File: src/rtl/corr_seq_pkg.sv
package corr_seq_pkg;
   typedef enum logic [1:0] {
      OP_SET   = 2'd0,
      OP_RESET = 2'd1,
      OP_READ  = 2'd2
   } cmd_op_e;

   typedef enum logic [2:0] {
      S_IDLE,
      S_SET,
      S_RST,
      S_RDC,
      S_RDW
   } seq_state_e;
endpackage

File: src/rtl/corr_momentum.sv
module corr_momentum #(
   parameter int N_STREAM = 8,
   parameter int CNT_W    = $clog2(N_STREAM + 1)
) (
   input  logic [N_STREAM-1:0] bits,
   output logic [CNT_W-1:0]    count
);
   always_comb begin
      count = '0;
      for (int i = 0; i < N_STREAM; i++)
         count = count + CNT_W'(bits[i]);
   end
endmodule

File: src/rtl/corr_current.sv
module corr_current #(
   parameter int CNT_W   = 4,
   parameter int SCALE_W = 24,
   parameter int FRAC_W  = 16,
   parameter int CODE_W  = 13,
   parameter int FLOOR   = 250,
   parameter int CEIL    = 800
) (
   input  logic [CNT_W-1:0]   count,
   input  logic [SCALE_W-1:0] scale,
   output logic [CODE_W-1:0]  code,
   output logic               skip
);
   localparam int PROD_W = SCALE_W + CNT_W;
   localparam int RAW_W  = PROD_W - FRAC_W;

   if (FRAC_W >= SCALE_W) begin : g_bad_frac
      $error("scale needs integer bits");
   end
   if (CEIL >= (1 << CODE_W)) begin : g_bad_ceil
      $error("ceiling does not fit the code width");
   end

   logic [PROD_W-1:0] prod;
   logic [RAW_W-1:0]  raw;

   always_comb begin
      prod = PROD_W'(scale) * PROD_W'(count);
      raw  = RAW_W'(prod >> FRAC_W);
      skip = raw < RAW_W'(FLOOR);
      code = (raw > RAW_W'(CEIL)) ? CODE_W'(CEIL) : CODE_W'(raw);
   end
endmodule

File: src/rtl/corr_addr.sv
module corr_addr #(
   parameter int NDEV = 32,
   parameter int WL_N = 512,
   parameter int BL_N = 2048,
   parameter int DEV_W = $clog2(NDEV),
   parameter int WL_W = $clog2(WL_N),
   parameter int BL_W = $clog2(BL_N)
) (
   input  logic [DEV_W-1:0] dev,
   output logic [WL_W-1:0]  wl,
   output logic [BL_W-1:0]  bl
);
   if ((1 << BL_W) == BL_N) begin : g_pow2
      assign bl = BL_W'(dev);
      assign wl = WL_W'(dev >> BL_W);
   end else begin : g_div
      assign bl = BL_W'(32'(dev) % BL_N);
      assign wl = WL_W'(32'(dev) / BL_N);
   end
endmodule

File: src/rtl/corr_write_seq.sv
module corr_write_seq
   import corr_seq_pkg::*;
#(
   parameter int N_STREAM   = 8,
   parameter int DEV_PER    = 4,
   parameter int WL_N       = 512,
   parameter int BL_N       = 2048,
   parameter int SCALE_W    = 24,
   parameter int FRAC_W     = 16,
   parameter int CODE_W     = 13,
   parameter int FLOOR      = 250,
   parameter int CEIL       = 800,
   parameter int RESET_CODE = 4400,
   parameter int RD_W       = 8,
   localparam int WL_W      = $clog2(WL_N),
   localparam int BL_W      = $clog2(BL_N)
) (
   input  logic                clk,
   input  logic                rst_n,
   input  logic [SCALE_W-1:0]  scale,
   input  logic                step_valid,
   input  logic [N_STREAM-1:0] step_bits,
   output logic                step_ready,
   input  logic                reset_req,
   input  logic                sweep_req,
   output logic                busy,
   output logic                cmd_valid,
   input  logic                cmd_ready,
   output logic [1:0]          cmd_op,
   output logic [WL_W-1:0]     cmd_wl,
   output logic [BL_W-1:0]     cmd_bl,
   output logic [CODE_W-1:0]   cmd_cur,
   input  logic                rsp_valid,
   input  logic [RD_W-1:0]     rsp_data,
   output logic                res_valid,
   output logic [RD_W-1:0]     res_data,
   output logic [WL_W-1:0]     res_wl,
   output logic [BL_W-1:0]     res_bl
);
   localparam int NDEV  = N_STREAM * DEV_PER;
   localparam int DEV_W = (NDEV > 1) ? $clog2(NDEV) : 1;
   localparam int CNT_W = $clog2(N_STREAM + 1);

   if (NDEV > WL_N * BL_N) begin : g_bad_size
      $error("more devices than array cells");
   end
   if (RESET_CODE >= (1 << CODE_W)) begin : g_bad_rst
      $error("reset code does not fit");
   end
   if (FLOOR > CEIL) begin : g_bad_win
      $error("floor above ceiling");
   end

   seq_state_e          state;
   logic [DEV_W-1:0]    dev;
   logic [N_STREAM-1:0] bits_q;
   logic [CODE_W-1:0]   cur_q;
   logic [NDEV-1:0]     dev_mask;
   logic [CNT_W-1:0]    mom;
   logic [CODE_W-1:0]   code;
   logic                skip;
   logic                active;
   logic                last;

   corr_momentum #(.N_STREAM(N_STREAM), .CNT_W(CNT_W)) u_mom (
      .bits(step_bits), .count(mom)
   );

   corr_current #(
      .CNT_W(CNT_W), .SCALE_W(SCALE_W), .FRAC_W(FRAC_W),
      .CODE_W(CODE_W), .FLOOR(FLOOR), .CEIL(CEIL)
   ) u_cur (
      .count(mom), .scale(scale), .code(code), .skip(skip)
   );

   corr_addr #(.NDEV(NDEV), .WL_N(WL_N), .BL_N(BL_N), .DEV_W(DEV_W)) u_addr (
      .dev(dev), .wl(cmd_wl), .bl(cmd_bl)
   );

   for (genvar s = 0; s < N_STREAM; s++) begin : g_strm
      for (genvar k = 0; k < DEV_PER; k++) begin : g_dev
         assign dev_mask[s*DEV_PER+k] = bits_q[s];
      end
   end

   assign active     = dev_mask[dev];
   assign last       = dev == DEV_W'(NDEV - 1);
   assign busy       = state != S_IDLE;
   assign step_ready = (state == S_IDLE) && !reset_req && !sweep_req;
   assign res_valid  = (state == S_RDW) && rsp_valid;
   assign res_data   = rsp_data;
   assign res_wl     = cmd_wl;
   assign res_bl     = cmd_bl;

   always_comb begin
      cmd_valid = 1'b0;
      cmd_op    = OP_SET;
      cmd_cur   = '0;
      case (state)
         S_SET: begin cmd_valid = active; cmd_cur = cur_q; end
         S_RST: begin cmd_valid = 1'b1; cmd_op = OP_RESET; cmd_cur = CODE_W'(RESET_CODE); end
         S_RDC: begin cmd_valid = 1'b1; cmd_op = OP_READ; end
         default: ;
      endcase
   end

   always_ff @(posedge clk) begin
      if (!rst_n) begin
         state  <= S_IDLE;
         dev    <= '0;
         bits_q <= '0;
         cur_q  <= '0;
      end else begin
         case (state)
            S_IDLE: begin
               dev <= '0;
               if (reset_req)
                  state <= S_RST;
               else if (sweep_req)
                  state <= S_RDC;
               else if (step_valid && !skip) begin
                  bits_q <= step_bits;
                  cur_q  <= code;
                  state  <= S_SET;
               end
            end
            S_SET: if (!active || cmd_ready) begin
               if (last) state <= S_IDLE;
               else      dev <= dev + 1'b1;
            end
            S_RST: if (cmd_ready) begin
               if (last) state <= S_IDLE;
               else      dev <= dev + 1'b1;
            end
            S_RDC: if (cmd_ready) state <= S_RDW;
            S_RDW: if (rsp_valid) begin
               if (last) state <= S_IDLE;
               else begin
                  dev   <= dev + 1'b1;
                  state <= S_RDC;
               end
            end
            default: state <= S_IDLE;
         endcase
      end
   end


   cmd_hold_chk: assert property (@(posedge clk) disable iff (!rst_n)
      cmd_valid && !cmd_ready |=> cmd_valid && $stable(cmd_op) && $stable(cmd_wl)
                                  && $stable(cmd_bl) && $stable(cmd_cur));

   set_cur_range_chk: assert property (@(posedge clk) disable iff (!rst_n)
      cmd_valid && cmd_op == OP_SET |-> cmd_cur >= CODE_W'(FLOOR) && cmd_cur <= CODE_W'(CEIL));

   reset_code_chk: assert property (@(posedge clk) disable iff (!rst_n)
      cmd_valid && cmd_op == OP_RESET |-> cmd_cur == CODE_W'(RESET_CODE));

   step_busy_chk: assert property (@(posedge clk) disable iff (!rst_n)
      step_valid && step_ready && !skip |=> busy && !step_ready);

   read_wait_chk: assert property (@(posedge clk) disable iff (!rst_n)
      res_valid |-> !cmd_valid);

   op_legal_chk: assert property (@(posedge clk) disable iff (!rst_n)
      cmd_valid |-> cmd_op != 2'd3);
endmodule

File: config.mk
export PLATFORM = sky130hd
export DESIGN_NAME = corr_write_seq
export DESIGN_NICKNAME = d
export VERILOG_FILES = /design/src/rtl/corr_seq_pkg.sv /design/src/rtl/corr_momentum.sv /design/src/rtl/corr_current.sv /design/src/rtl/corr_addr.sv /design/src/rtl/corr_write_seq.sv
export SDC_FILE = /design/constraint.sdc
export NUM_CORES = 1
export LEC_CHECK = 0
export ABC_CLOCK_PERIOD_IN_PS = 18200
export CORE_MARGIN = 2
export CORE_UTILIZATION = 57
export DETAILED_ROUTE_END_ITERATION = 8
export GPL_ROUTABILITY_DRIVEN = 1
export PLACE_DENSITY = 0.89
export SYNTH_ARGS = -nofsm -noshare
export SYNTH_HDL_FRONTEND = slang
export SYNTH_SLANG_ARGS = --single-unit
File: constraint.sdc
create_clock -name clk -period 18.2 [get_ports clk]
set_input_delay 2.73 -clock clk [delete_from_list [all_inputs] [get_ports clk]]
set_output_delay 2.73 -clock clk [all_outputs]
set_load 0.1 [all_outputs]
==> reports/results.ini, run 1 <==
[placed_design]
place_congestion=0.9479
dpl_cell_area_mm2=0.005635
port_buffers=67
dp_hpwl_um=8928

[critical_path]
crit_chain=clkdlybuf4s50_1 > ha_1 > inv_1 > fa_1 > fa_1 > fa_1 > fa_1 > nor2b_1 > fa_1 > inv_1 > fa_1 > inv_1 > ha_1 > a211oi_1 > o21ai_1 > a221oi_1 > mux2i_1 > nand3_2 > a211oi_1 > a311o_1 > and2_4 > mux2i_1
max_stage_delay_ps=1070
path_max_fanout=24
critPathCaptureType=register
worst-path-stages=22
path_delay_family=adder cells
r2r_end=dev[1]
slowest_stage=fa_1
worst-path-buf-inv=4
reg2reg_slack_ps=15390
r2r_cells=9
worstPathRequired_ps=18400
cp-start-kind=input pin
cp-endpoint=bits_q[1]
critical_path_class=input pin to register
reg2reg_from=state[0]
cpMostUsedCell=fa_1
crit_start=step_bits[0]
cp.arrival_ps=10270

[cts]
cts.path.max_buffers=2
cts_buffers=3
htreeDepth=1
clkLatencyLatePin_ps=270
postCtsSetupBuffers=0
postCtsHoldBufs=0
cts_tree=done
cts_sinks=28
ctsResizeCount=0
cts_root_buffer=clkbuf_8
clk_pin_slew_ps=90

[sta]
finalHoldViolations=0
min_period_ps=10070
finalCritPeriodShare=0.5535
fin_skew_ps=1.597
drv_slew=0
whs_ps=465.2
slew_headroom=0.2468
tightest_slew_ps=1121
rsz0062_at_grt=no
finalSetupTns_ps=0
setup_violations=0
fmax_ghz=0.09926

[global_routing]
overflow=0
antenna_found_initial=0
grt_pass1_vias=4378
grt_pass1_wl_um=18750
grtUsageTotal=0.2215
grt_max_degree=37

[yosys]
synth_flop_cell=dfxtp_1
synth_area_per_cell_um2=7.813
ys_ff_latch=28
synth-edff-count=0
ys_seq_area_frac=0.1089
ys_warn_count=0
yosysUniqueCellTypes=70
synthesis.area_mm2=0.005149
async_reset_ff_frac=0
netlist_instances=659

[finish]
antenna_cells=0
multi_input_area_mm2=0.003875
n_fill_cell=731
fin_nets=822
register_area_um2=560.5
finalCoreUtilization=0.6525
final_area_mm2=0.005690
drive_gt1_frac=0.03179
area_growth_syn_to_layout_pct=10.52

[min_path]
hold_class=register to register

[routing]
finalWirelength_um=10670
wl_per_cell_um=13.33
drtIter0Drc=169
vias=4400
drc=0
post_drt_via_cell_ratio=5.500
ant_nets=0
drtPass1Iterations=5

[die]
die_area_mm2=0.009809
start_util=0.5904
core_mm2=0.008721
fp.dieH_um=99.04
io_pins=114
placementRows=34
die_w_um=99.04

[pwr]
p_leak_nw=2.703
peakVddDrop_v=0.00007197
p_per_area_mw_per_mm2=155.4

[run_status]
status=completed

[run]
drv_cap=0

## power by group
part           internal [mW]  switching, mW  leakage (nW)
clock network         0.0194         0.0195        0.0288
registers             0.0713         0.0117         0.227
logic                  0.267          0.495          2.45
total                  0.358          0.527          2.70
## layer usage
metal / track usage / up-vias / routed length, um
met3: 0.02270 / 12 / 500
met4: 0.03583 / 0 / 80
met5: 0 / - / 0
li1: - / 2154 / -
met1: 0.2763 / 2107 / 4494
met2: 0.4179 / 127 / 5590
## cell usage in the layout (no fill, tap or decap), types with 3 or more instances in the layout
cell type / instances
nand2b_1: 22
nor3_1: 7
o211ai_1: 8
o21ai_0: 13
o2111ai_1: 3
ha_1: 35
conb_1: 30
nor2b_1: 28
and2_1: 58
xnor2_1: 5
a211oi_1: 4
a21oi_1: 33
nor4_1: 3
and3_1: 7
a31o_1: 4
clkdlybuf4s50_1: 67
dfxtp_1: 28
nand4_1: 8
a21o_1: 6
clkbuf_8: 4
fa_1: 47
inv_1: 101
nand3_1: 8
or3_1: 5
xor2_1: 5
nand2_1: 57
nor2_1: 25
o211a_1: 3
o21a_1: 4
mux2i_1: 14
o21ai_1: 3
## kinds of logic (layout without fill, tap and decap cells)
group                      count (synthesis)  after routing  share of synthesized area
and+or+nand+nor                          240            240                     0.2574
buffers and inverters                    170            174                     0.1597
AOI/OAI and AO/OA                        109            109                     0.1463
adders and majority gates                 83             83                     0.2697
DFF                                       28             28                     0.1089
muxes                                     18             18                    0.04034
xor gates and xnor gates                  10             10                    0.01701
other                                      1             30                  0.0007283
## registers in the layout, indices dropped and copies added, names as in the netlist
register  count
dev           5
state         3
cur_q        12
bits_q        8
## final cells by class
type / instances / share of cell area
multi-input cells: 490 / 0.6810
repair buffers: 69 / 0.1205
flip-flops and latches: 28 / 0.09850
inverters: 101 / 0.06662
well taps: 108 / 0.02375
clock buffers: 4 / 0.009675
## worst register-to-register path: stages (launching register included)
cell     delay [ps]
dfxtp_1         530
inv_1           140
nor3_1          910
nand2_1         210
nor2_1          160
a21oi_1          70
o21ai_1         300
nor2_1          130
a21oi_1         190
nor2_1           60
## how the worst min path moves through the flow
stage	to	cells after the start	start	slack, ps
final	cur_q[6]	2	cur_q[6]	470
after global placement	bits_q[6]	2	bits_q[6]	440
after CTS	cur_q[9]	2	cur_q[9]	470
after floorplan	cur_q[8]	2	cur_q[8]	430
after detailed placement	bits_q[7]	2	bits_q[7]	460
after global routing	cur_q[9]	2	cur_q[9]	490
## synth_stat cells, types with 2 or more instances
cell type / number / area, um^2
and3_1: 7 / 43.79
o211ai_1: 8 / 60.06
buf_6: 2 / 22.52
a211oi_1: 4 / 30.03
xor2_1: 5 / 43.79
nand3_1: 8 / 40.04
and2_1: 58 / 362.9
mux2_2: 2 / 22.52
o22ai_1: 2 / 12.51
o32ai_1: 2 / 17.52
mux4_2: 2 / 45.04
dfxtp_1: 28 / 560.5
nand2_1: 57 / 214.0
mux2i_1: 14 / 140.1
nor4_1: 3 / 18.77
fa_1: 47 / 940.9
a311oi_1: 2 / 17.52
o21ai_1: 3 / 15.01
o211a_1: 3 / 30.03
and4_1: 2 / 17.52
a31o_1: 4 / 35.03
o21a_1: 4 / 30.03
a21oi_1: 33 / 165.2
a31o_2: 2 / 17.52
nand2b_1: 22 / 137.6
inv_1: 101 / 379.1
ha_1: 35 / 437.9
o31ai_1: 2 / 15.01
clkbuf_2: 2 / 10.01
xnor2_1: 5 / 43.79
a21o_1: 6 / 45.04
o21ai_0: 13 / 65.06
nor2_1: 25 / 93.84
nand4_1: 8 / 50.05
nor3b_2: 2 / 25.02
o2111ai_1: 3 / 26.28
buf_4: 44 / 330.3
clkbuf_1: 20 / 75.07
or3_1: 5 / 31.28
nor2b_1: 28 / 175.2
nor3_1: 7 / 35.03
## through the flow
stage	setup WS, ps	power [mW]	std cells
floorplan	9175	0.7135	688
global placement	8152	0.8168	796
detailed placement	7877	0.8414	796
CTS	8127	0.8827	800
global route	7596	0.9781	800
finish	8126	0.8842	800
No activity file was read; power rests on OpenSTA's default activity.
==> run 2, diff against run 1 <==
--- a/config.mk
+++ b/config.mk
@@ -5,12 +5,12 @@
 export SDC_FILE = /design/constraint.sdc
 export NUM_CORES = 1
 export LEC_CHECK = 0
-export ABC_CLOCK_PERIOD_IN_PS = 18200
+export ABC_CLOCK_PERIOD_IN_PS = 9800
 export CORE_MARGIN = 2
-export CORE_UTILIZATION = 57
+export CORE_UTILIZATION = 53
 export DETAILED_ROUTE_END_ITERATION = 8
 export GPL_ROUTABILITY_DRIVEN = 1
-export PLACE_DENSITY = 0.89
+export PLACE_DENSITY = 0.83
 export SYNTH_ARGS = -nofsm -noshare
 export SYNTH_HDL_FRONTEND = slang
 export SYNTH_SLANG_ARGS = --single-unit
==> constraint.sdc (replaced) <==
create_clock -name clk -period 9.8 [get_ports clk]
set_input_delay 1.47 -clock clk [delete_from_list [all_inputs] [get_ports clk]]
set_output_delay 1.47 -clock clk [all_outputs]
set_load 0.1 [all_outputs]
==> reports/results.ini, run 2 (same netlist as run 1, synthesis figures left out) <==
[sta]
slew_headroom=0.2791
rsz0062_at_grt=no
fin_skew_ps=11.58
drv_slew=0
tightest_slew_ps=1073
finalSetupTns_ps=0
setup_violations=0
fmax_ghz=0.1131
min_period_ps=8841
finalCritPeriodShare=0.9022
finalHoldViolations=0

[finish]
final_cell_mix=101 x inv_1, 67 x clkdlybuf4s50_1, 58 x and2_1, 57 x nand2_1, 47 x fa_1
area_growth_syn_to_layout_pct=11.03
fin_nets=822
finalNonFillerCells=821
n_fill_cell=841
drive_gt1_frac=0.03179
antenna_cells=0
multi_input_area_mm2=0.003875
top_regs=cur_q x12, bits_q x8, dev x5
layout_commonest_cell=inv_1
finalCoreUtilization=0.6129
regMostFlops=cur_q
final_area_mm2=0.005717
largest_reg_flops=12
register_area_um2=560.5

[die]
fp.dieH_um=102.6
die_w_um=102.6
core_mm2=0.009328
die_area_mm2=0.01052
io_pins=114
placementRows=35
start_util=0.5520

[pwr]
peakVddDrop_v=0.0001347
p_leak_nw=2.703
p_per_area_mw_per_mm2=289.7

[cts]
cts.path.max_buffers=2
ctsResizeCount=0
postCtsSetupBuffers=0
cts_tree=done
clk_pin_slew_ps=100
clkLatencyLatePin_ps=280
cts_buffers=3
cts_sinks=28
htreeDepth=1
postCtsHoldBufs=0
cts_root_buffer=clkbuf_8

[critical_path]
worstPathRequired_ps=9990
reg2reg_from=state[0]
crit_chain=clkdlybuf4s50_1 > ha_1 > inv_1 > fa_1 > fa_1 > fa_1 > fa_1 > nor2b_1 > fa_1 > inv_1 > fa_1 > inv_1 > ha_1 > a211oi_1 > o21ai_1 > a221oi_1 > mux2i_1 > nand3_2 > a211oi_1 > a311o_1 > and2_4 > mux2i_1
r2r_end=dev[2]
slowest_stage=fa_1
reg2reg_slack_ps=7120
cp.arrival_ps=9040
cp-start-kind=input pin
cpMostUsedCell=fa_1
critical_path_class=input pin to register
critPathCaptureType=register
path_max_fanout=24
r2r_cells=9
max_stage_delay_ps=1110

[placed_design]
dp_hpwl_um=9140
placed_cells=817
place_congestion=0.8650
dpl_cell_area_mm2=0.005662
port_buffers=67

[min_path]
hold_start=cur_q[8]
hold_depth=2
hold_class=register to register
whs_endpoint=cur_q[8]

[global_routing]
grtUsageTotal=0.2173
grt_pass1_vias=4307
grt_max_degree=37
grt_pass1_wl_um=19060
antenna_found_initial=0
overflow=0

[routing]
drtIter0Drc=200
wl_per_cell_um=13.28
drc=0
drtPass1Iterations=4
post_drt_via_cell_ratio=5.317
vias=4365
ant_nets=0
finalWirelength_um=10900

[run_status]
status=completed

[run]
drv_cap=0

## run 2: report_power, final
part	total [mW]	switching, mW	internal (mW)
clock	0.0718	0.0358	0.0360
combinational	1.43	0.933	0.498
sequential	0.154	0.0211	0.132
total	1.66	0.990	0.666
## run 2: worst max-delay path, delay by kind of cell
| kind | cells | cell delay, ps |
|---|---|---|
| adder cells (fa/ha/maj) | 8 | 4200 |
| AO/OA/AOI/OAI | 5 | 1590 |
| AND/OR/NAND/NOR | 3 | 640 |
| buffers and inverters | 4 | 580 |
| multiplexers | 2 | 550 |
## run 2: area by class of cell
type | instances | area share
multi-input combinational | 490 | 0.6778
tap | 129 | 0.02823
sequential | 28 | 0.09805
clock buffer | 4 | 0.009630
inverter | 101 | 0.06632
timing repair buffer | 69 | 0.1199
## run 2: worst max path at each step
stage,startpoint,end,slack (ps),depth (start not counted)
2_1_floorplan,step_bits[0],cur_q[1],2040,23
3_3_place_gp,step_bits[0],cur_q[4],920,22
3_5_place_dp,step_bits[1],bits_q[4],780,22
4_1_cts,step_bits[1],bits_q[6],1040,22
5_1_grt,step_bits[1],bits_q[2],590,22
6_report,step_bits[1],bits_q[6],960,22
## run 2: through the flow
stage	setup WS (ps)	power (mW)	hold WS [ps]
after global routing	590.6	1.829	483.5
after floorplan	2035	1.325	429.0
after detailed placement	779.1	1.576	450.4
final	958.8	1.656	459.0
after CTS	1044	1.652	464.2
after global placement	916.0	1.541	439.6
## run 2: metal layers
layer  vias up  share of wire  global-route usage
met5         -              0                   0
met4         0         0.0028             0.02154
met3         6          0.040             0.01288
met2        97           0.52              0.4082
met1      2111           0.44              0.2846
li1       2151              -                   -
